**config.mk**
```make
export PLATFORM = sky130hd
export DESIGN_NAME = tdm_frame_tx
export DESIGN_NICKNAME = d
export VERILOG_FILES = /design/src/rtl/tdm_tx_pkg.sv /design/src/rtl/tdm_slot_timer.sv /design/src/rtl/tdm_frame_builder.sv /design/src/rtl/tdm_line_driver.sv /design/src/rtl/tdm_frame_tx.sv
export SDC_FILE = /design/constraint.sdc
export NUM_CORES = 1
export LEC_CHECK = 0
export BUFFER_PORTS_ARGS = -buffer_cell sky130_fd_sc_hd__buf_4
export CORE_AREA = 5 5 103 105
export DETAILED_ROUTE_END_ITERATION = 10
export DIE_AREA = 0 0 108 110
export GPL_TIMING_DRIVEN = 0
export PLACE_DENSITY = 0.75
export RECOVER_POWER = 50
export SYNTH_ARGS = -nofsm -noshare
export SYNTH_HDL_FRONTEND = slang
export SYNTH_SLANG_ARGS = --single-unit
```
**constraint.sdc**
```tcl
create_clock -name bclk -period 5.9 [get_ports bclk]
set_input_delay 0.295 -clock bclk [delete_from_list [all_inputs] [get_ports bclk]]
set_output_delay 0.295 -clock bclk [all_outputs]
set_load 0.005 [all_outputs]
```
**src/rtl/tdm_tx_pkg.sv**
```systemverilog
package tdm_tx_pkg;

  localparam int TAG_W     = 16;
  localparam int SLOT_W    = 20;
  localparam int NUM_DSLOT = 12;
  localparam int NUM_SLOT  = NUM_DSLOT + 1;
  localparam int NUM_CH    = 4;
  localparam int ADDR_W    = 7;
  localparam int DATA_W    = 16;
  localparam int PCM_W     = 16;
  localparam int SIDX_W    = $clog2(NUM_SLOT);
  localparam int BIDX_W    = $clog2(SLOT_W);
  localparam int FRAME_LEN = TAG_W + NUM_DSLOT * SLOT_W;
  localparam int GAP_W     = $clog2(FRAME_LEN) + 1;

  typedef logic [SLOT_W-1:0] slot_word_t;

  // slot that carries playback channel ch
  function automatic int chan_slot(input int ch);
    case (ch)
      0:       return 3;
      1:       return 4;
      2:       return 6;
      default: return 9;
    endcase
  endfunction

  function automatic slot_word_t pcm_word(input logic [PCM_W-1:0] s);
    return slot_word_t'(s) << (SLOT_W - PCM_W);
  endfunction

  function automatic slot_word_t cmd_word(input logic rd, input logic [ADDR_W-1:0] a);
    slot_word_t w;
    w = '0;
    w[SLOT_W-1] = rd;
    w[SLOT_W-2 -: ADDR_W] = a;
    return w;
  endfunction

  function automatic slot_word_t data_word(input logic [DATA_W-1:0] d);
    return slot_word_t'(d) << (SLOT_W - DATA_W);
  endfunction

  // tag layout: MSB = any slot valid, then slots 1..NUM_DSLOT, rest zero
  function automatic logic [TAG_W-1:0] tag_pack(input logic [NUM_DSLOT:1] v);
    logic [TAG_W-1:0] t;
    t = '0;
    t[TAG_W-1] = |v;
    for (int s = 1; s <= NUM_DSLOT; s++) t[TAG_W-1-s] = v[s];
    return t;
  endfunction

  // bit position inside the tag word of a data slot's tag
  function automatic logic [BIDX_W-1:0] tag_pos(input logic [SIDX_W-1:0] slot);
    return BIDX_W'(TAG_W - 1) - BIDX_W'(slot);
  endfunction

endpackage

```
**src/rtl/tdm_slot_timer.sv**
```systemverilog
module tdm_slot_timer
  import tdm_tx_pkg::*;
(
  input  logic              clk,
  input  logic              rst,
  output logic [SIDX_W-1:0] slot_o,
  output logic [BIDX_W-1:0] bit_o,
  output logic              frame_end_o
);

  localparam logic [SIDX_W-1:0] LAST_SLOT = SIDX_W'(NUM_DSLOT);
  localparam logic [BIDX_W-1:0] TAG_MSB   = BIDX_W'(TAG_W - 1);
  localparam logic [BIDX_W-1:0] SLOT_MSB  = BIDX_W'(SLOT_W - 1);

  logic [SIDX_W-1:0] slot_q;
  logic [BIDX_W-1:0] bit_q;
  logic              last_bit;

  assign last_bit = (bit_q == '0);

  always_ff @(posedge clk) begin
    if (rst) begin
      slot_q <= LAST_SLOT;
      bit_q  <= '0;
    end else if (last_bit) begin
      if (slot_q == LAST_SLOT) begin
        slot_q <= '0;
        bit_q  <= TAG_MSB;
      end else begin
        slot_q <= slot_q + 1'b1;
        bit_q  <= SLOT_MSB;
      end
    end else begin
      bit_q <= bit_q - 1'b1;
    end
  end

  assign slot_o      = slot_q;
  assign bit_o       = bit_q;
  assign frame_end_o = last_bit && (slot_q == LAST_SLOT);


  tag_bit_range_chk: assert property (@(posedge clk) disable iff (rst)
    (slot_q == '0) |-> (bit_q <= TAG_MSB));


  slot_wrap_chk: assert property (@(posedge clk) disable iff (rst)
    frame_end_o |=> (slot_q == '0 && bit_q == TAG_MSB));

endmodule

```
**src/rtl/tdm_frame_builder.sv**
```systemverilog
module tdm_frame_builder
  import tdm_tx_pkg::*;
(
  input  logic                               clk,
  input  logic                               rst,
  input  logic                               load_i,
  input  logic [NUM_CH-1:0]                  pcm_valid_i,
  input  logic [NUM_CH*PCM_W-1:0]            pcm_data_i,
  input  logic                               reg_valid_i,
  input  logic                               reg_read_i,
  input  logic [ADDR_W-1:0]                  reg_addr_i,
  input  logic [DATA_W-1:0]                  reg_wdata_i,
  output logic [NUM_SLOT-1:0][SLOT_W-1:0]    words_o
);

  logic [NUM_DSLOT:1]                 slot_on;
  slot_word_t                         payload [1:NUM_DSLOT];
  logic [NUM_SLOT-1:0][SLOT_W-1:0]    words_d;
  logic [NUM_SLOT-1:0][SLOT_W-1:0]    words_q;

  always_comb begin
    slot_on = '0;
    for (int s = 1; s <= NUM_DSLOT; s++) payload[s] = '0;
    slot_on[1] = reg_valid_i;
    payload[1] = cmd_word(reg_read_i, reg_addr_i);
    slot_on[2] = reg_valid_i & ~reg_read_i;
    payload[2] = data_word(reg_wdata_i);
    for (int ch = 0; ch < NUM_CH; ch++) begin
      slot_on[chan_slot(ch)] = pcm_valid_i[ch];
      payload[chan_slot(ch)] = pcm_word(pcm_data_i[ch*PCM_W +: PCM_W]);
    end
  end

  assign words_d[0] = SLOT_W'(tag_pack(slot_on));

  generate
    for (genvar s = 1; s <= NUM_DSLOT; s++) begin : g_zero_fill
      assign words_d[s] = slot_on[s] ? payload[s] : '0;
    end
  endgenerate

  always_ff @(posedge clk) begin
    if (rst)         words_q <= '0;
    else if (load_i) words_q <= words_d;
  end

  assign words_o = words_q;


  frame_hold_chk: assert property (@(posedge clk) disable iff (rst)
    !load_i |=> $stable(words_q));


  read_no_data_chk: assert property (@(posedge clk) disable iff (rst)
    (load_i && reg_valid_i && reg_read_i) |=> (words_q[2] == '0));


  pcm0_capture_chk: assert property (@(posedge clk) disable iff (rst)
    (load_i && pcm_valid_i[0]) |=>
      (words_q[chan_slot(0)][SLOT_W-1 -: PCM_W] == $past(pcm_data_i[PCM_W-1:0])));

endmodule

```
**src/rtl/tdm_line_driver.sv**
```systemverilog
module tdm_line_driver
  import tdm_tx_pkg::*;
(
  input  logic                            clk,
  input  logic                            rst,
  input  logic [SIDX_W-1:0]               slot_i,
  input  logic [BIDX_W-1:0]               bit_i,
  input  logic [NUM_SLOT-1:0][SLOT_W-1:0] words_i,
  output logic                            sync_o,
  output logic                            sdata_o,
  output logic                            frame_req_o
);

  localparam logic [BIDX_W-1:0] TAG_MSB = BIDX_W'(TAG_W - 1);

  logic tag_phase;
  logic frame_start;
  logic cur_bit;
  logic cur_tag_off;

  assign tag_phase   = (slot_i == '0);
  assign frame_start = tag_phase && (bit_i == TAG_MSB);
  assign cur_bit     = words_i[slot_i][bit_i];
  assign cur_tag_off = !tag_phase && !words_i[0][tag_pos(slot_i)];

  always_ff @(posedge clk) begin
    if (rst) begin
      sync_o      <= 1'b0;
      sdata_o     <= 1'b0;
      frame_req_o <= 1'b0;
    end else begin
      sync_o      <= tag_phase;
      sdata_o     <= cur_bit;
      frame_req_o <= frame_start;
    end
  end

  logic [BIDX_W:0]  sync_run_q;
  logic [GAP_W-1:0] gap_q;
  logic             seen_q;

  always_ff @(posedge clk) begin
    if (rst) begin
      sync_run_q <= '0;
      gap_q      <= '0;
      seen_q     <= 1'b0;
    end else begin
      sync_run_q <= sync_o ? sync_run_q + 1'b1 : '0;
      gap_q      <= frame_req_o ? '0 : gap_q + 1'b1;
      if (frame_req_o) seen_q <= 1'b1;
    end
  end


  untagged_zero_chk: assert property (@(posedge clk) disable iff (rst)
    cur_tag_off |=> !sdata_o);


  reset_quiet_chk: assert property (@(posedge clk)
    rst |=> (!sync_o && !sdata_o && !frame_req_o));


  sync_width_chk: assert property (@(posedge clk) disable iff (rst)
    ($fell(sync_o) && !$past(rst)) |-> (sync_run_q == (BIDX_W+1)'(TAG_W)));


  frame_period_chk: assert property (@(posedge clk) disable iff (rst)
    (frame_req_o && seen_q) |-> (gap_q == GAP_W'(FRAME_LEN - 1)));


  req_in_sync_chk: assert property (@(posedge clk) disable iff (rst)
    frame_req_o |-> sync_o);

endmodule

```
**src/rtl/tdm_frame_tx.sv**
```systemverilog
module tdm_frame_tx
  import tdm_tx_pkg::*;
(
  input  logic                    bclk,
  input  logic                    rst,
  input  logic [NUM_CH-1:0]       pcm_valid,
  input  logic [NUM_CH*PCM_W-1:0] pcm_data,
  input  logic                    reg_valid,
  input  logic                    reg_read,
  input  logic [ADDR_W-1:0]       reg_addr,
  input  logic [DATA_W-1:0]       reg_wdata,
  output logic                    frame_sync,
  output logic                    ser_data,
  output logic                    frame_req
);

  logic [SIDX_W-1:0]               slot_idx;
  logic [BIDX_W-1:0]               bit_idx;
  logic                            frame_end;
  logic [NUM_SLOT-1:0][SLOT_W-1:0] frame_words;

  tdm_slot_timer u_timer (
    .clk         (bclk),
    .rst         (rst),
    .slot_o      (slot_idx),
    .bit_o       (bit_idx),
    .frame_end_o (frame_end)
  );

  tdm_frame_builder u_builder (
    .clk         (bclk),
    .rst         (rst),
    .load_i      (frame_end),
    .pcm_valid_i (pcm_valid),
    .pcm_data_i  (pcm_data),
    .reg_valid_i (reg_valid),
    .reg_read_i  (reg_read),
    .reg_addr_i  (reg_addr),
    .reg_wdata_i (reg_wdata),
    .words_o     (frame_words)
  );

  tdm_line_driver u_driver (
    .clk         (bclk),
    .rst         (rst),
    .slot_i      (slot_idx),
    .bit_i       (bit_idx),
    .words_i     (frame_words),
    .sync_o      (frame_sync),
    .sdata_o     (ser_data),
    .frame_req_o (frame_req)
  );


  tag_reserved_chk: assert property (@(posedge bclk) disable iff (rst)
    (frame_words[0][TAG_W-1-NUM_DSLOT-1:0] == '0));

endmodule

```
==> impl_metrics.py <==
metrics = {
    "timing": {
        "slew_headroom_pct": 44.83,
        "rsz0062_at_grt": "false",
        "holdWs_ns": 0.1503,
        "layout_min_cycle_time_ns": 4.294,
        "hold_viol_final": 0,
        "setup_viol": 0,
        "fmax_ghz": 0.2329,
        "final.period_utilization_pct": 72.78,
        "tns_ns": 0,
        "slew_viol_final": 0,
        "skew_ns": 0.008719,
        "tightestPinTransition_ns": 0.8275,
    },
    "route": {
        "viasPerCell": 5.835,
        "vias": 4709,
        "drt-total-wl_microns": 15110,
        "wire_per_inst_microns": 18.73,
        "drtPass1Iterations": 5,
        "drcViolationCount": 0,
        "drtIter0Drc": 341,
        "postRouteAntennaNets": 0,
    },
    "placement": {
        "hpwl_microns": 11490,
        "placed_cells": 791,
        "place.gp.congestion": 0.9305,
        "portBuffers": 92,
    },
    "synthesis": {
        "synth_edf_count": 0,
        "yosys.area_share.simple_pct": 21.88,
        "ys_top_cells_by_area": "dfxtp_1, a21oi_1, nand3_1",
        "synthCells": 566,
        "ys.flop_type": "dfxtp_1",
        "synth-compound-area-share_pct": 16.88,
        "yosys.area.top_type_share_pct": 43.92,
        "yosysMostFrequentCell": "dfxtp_1",
        "synth-xor-area-share_pct": 0.3592,
        "synth.avg_cell_area_sq_um": 8.617,
        "synth_top_family_by_area": "simple AND/OR/NAND/NOR gates",
        "synth_largest_area_cell": "dfxtp_1",
        "synth_fa_ha_area_share_pct": 1.026,
        "ys_seq_area_share_pct": 43.92,
        "post_synth_mux_area_share_pct": 10.16,
        "synth_common_cells": "dfxtp_1, nand2_1, a21oi_1",
        "ys_ff_latch": 107,
        "ys_types": 59,
        "synth_area_sq_um": 4877,
        "yosys_warnings": 0,
        "synth_nets": 665,
        "async_flop_share_pct": 0,
    },
    "critical_path": {
        "worstSetupPathType": "register to register",
        "crit_required_ns": 6.20,
        "crit_path_start_kind": "register",
        "worstPathMaxFanout": 10,
        "cp_data_arrival_time_ns": 4.60,
        "endpoint_kind": "register",
    },
    "power": {
        "vdd_drop_max_v": 0.0002334,
        "p_per_area_nw_per_um2": 403.8,
        "leakagePower_uw": 0.002127,
    },
    "cells_and_area": {
        "syn_to_final_growth_pct": 20.70,
        "nets": 768,
        "drive_gt1_share_pct": 20.47,
        "instances_no_fill": 807,
        "diodes": 0,
    },
    "grt": {
        "grt-ovfl-total": 0,
        "grt_pass1_vias": 4452,
        "antenna_found_initial": 0,
        "grt_pass1_wl_microns": 23250,
        "grt_max_degree": 18,
        "grt_usage_pct": 25.82,
    },
    "floorplan": {
        "start_util_pct": 51.07,
        "num_rows": 36,
        "io_pins": 98,
        "die_x_microns": 108,
        "die-area_sq_um": 11880,
        "dieHeight_microns": 110,
        "fp.coreArea_sq_um": 9549,
    },
    "cts": {
        "cts_hold_buf": 0,
        "clk_pin_slew_ns": 0.10,
        "cts_made_buffers": 9,
        "ctsResizeCount": 0,
        "root_buffer": "clkbuf_8",
        "postCtsSetupRepairBufs": 0,
        "clockBufferDepth": 2,
        "cts_sinks": 107,
        "cts_tree": "yes",
        "clock_latency_ns": 0.37,
        "h-tree-depth": 3,
    },
    "hold_path": {
        "hold_path_class": "primary input to register",
    },
    "run_status": {
        "status": "finished, final reports clean",
    },
    "flow_run": {
        "drv_cap": 0,
    },
}
cells by family after synthesis:
logic type,Yosys count
adder cells (fa/ha/maj),4
flip-flops,107
XOR/XNOR,2
AND/OR/NAND/NOR,229
AO/OA/AOI/OAI,135
buffers and inverters,59
multiplexers,30
flip-flops by register name, indices dropped and copies added, names as in the netlist:
register,flops
u_builder.words_o,95
u_timer.bit_o,5
u_driver.sync_o,1
u_driver.sdata_o,1
u_timer.slot_o,4
u_driver.frame_req_o,1
cells in the final DEF (no fill, tap or decap), types with 3 or more instances in the layout:
cell type and count:
mux2i_1 12, nor3_1 7, o21ai_0 5, clkbuf_8 9, a22oi_1 17, o21ai_1 3
nor2b_1 4, mux4_1 4, clkbuf_1 40, clkbuf_4 3, buf_2 9, a21oi_1 84
inv_1 5, dfxtp_1 107, nand2_1 93, ha_1 4, buf_4 90, nor2_1 30
nand3_1 76, mux4_2 10
per-layer routing:
layer / track usage, % / wire [microns] / up-vias
li1: - / - / 2227
met1: 32.88 / 6375 / 2248
met2: 42.58 / 7075 / 200
met3: 5.999 / 1260 / 34
met4: 10.37 / 402 / 0
met5: 0 / 0 / -
metrics by stage:
stage	utilization [%]	total power [uW]	setup WS (ns)	cell area, sq um
2_1_floorplan	-	1629	3.571	4877
3_3_place_gp	60.05	1919	2.889	5734
3_5_place_dp	60.05	1941	2.867	5734
4_1_cts	62.07	2382	2.838	5927
5_1_grt	61.65	2512	1.306	5887
6_report	61.65	2377	1.606	5887
critical path: stages, from the launching register on:
cell	delay (ns)
dfxtp_1	0.51
clkbuf_1	0.64
clkbuf_1	0.70
inv_1	0.22
ha_1	0.29
or3b_1	0.21
nor2_1	0.12
nand2_1	0.27
clkbuf_1	0.57
clkbuf_1	0.43
nand2_1	0.12
a21oi_1	0.14
worst paths after layout:
path,start,to,slack (ns),cells after the start
worst min register to register,u_builder.words_o[14],u_builder.words_o[14],0.46,2
worst min-delay path,reg_wdata[3],u_builder.words_o[47],0.15,3
worst max-delay path,u_timer.bit_o[0],u_builder.words_o[134],1.61,11
worst max register to register,u_timer.bit_o[0],u_builder.words_o[134],1.61,11
cell type report:
cell class	count	area, sq um
well taps	133	166.4
clock buffers	10	127.6
flip-flops and latches	107	2142
fillers	877	3662
inverters	6	22.52
repair buffers	92	690.7
multi-input cells	400	2444
clock inverters	6	65.06
plain buffers	53	229.0
power breakdown:
group / internal (uW) / switching (uW)
Sequential: 858 / 101
Clock: 197 / 256
Combinational: 341 / 623
Total: 1400 / 980
(Power assumes the default switching activity.)
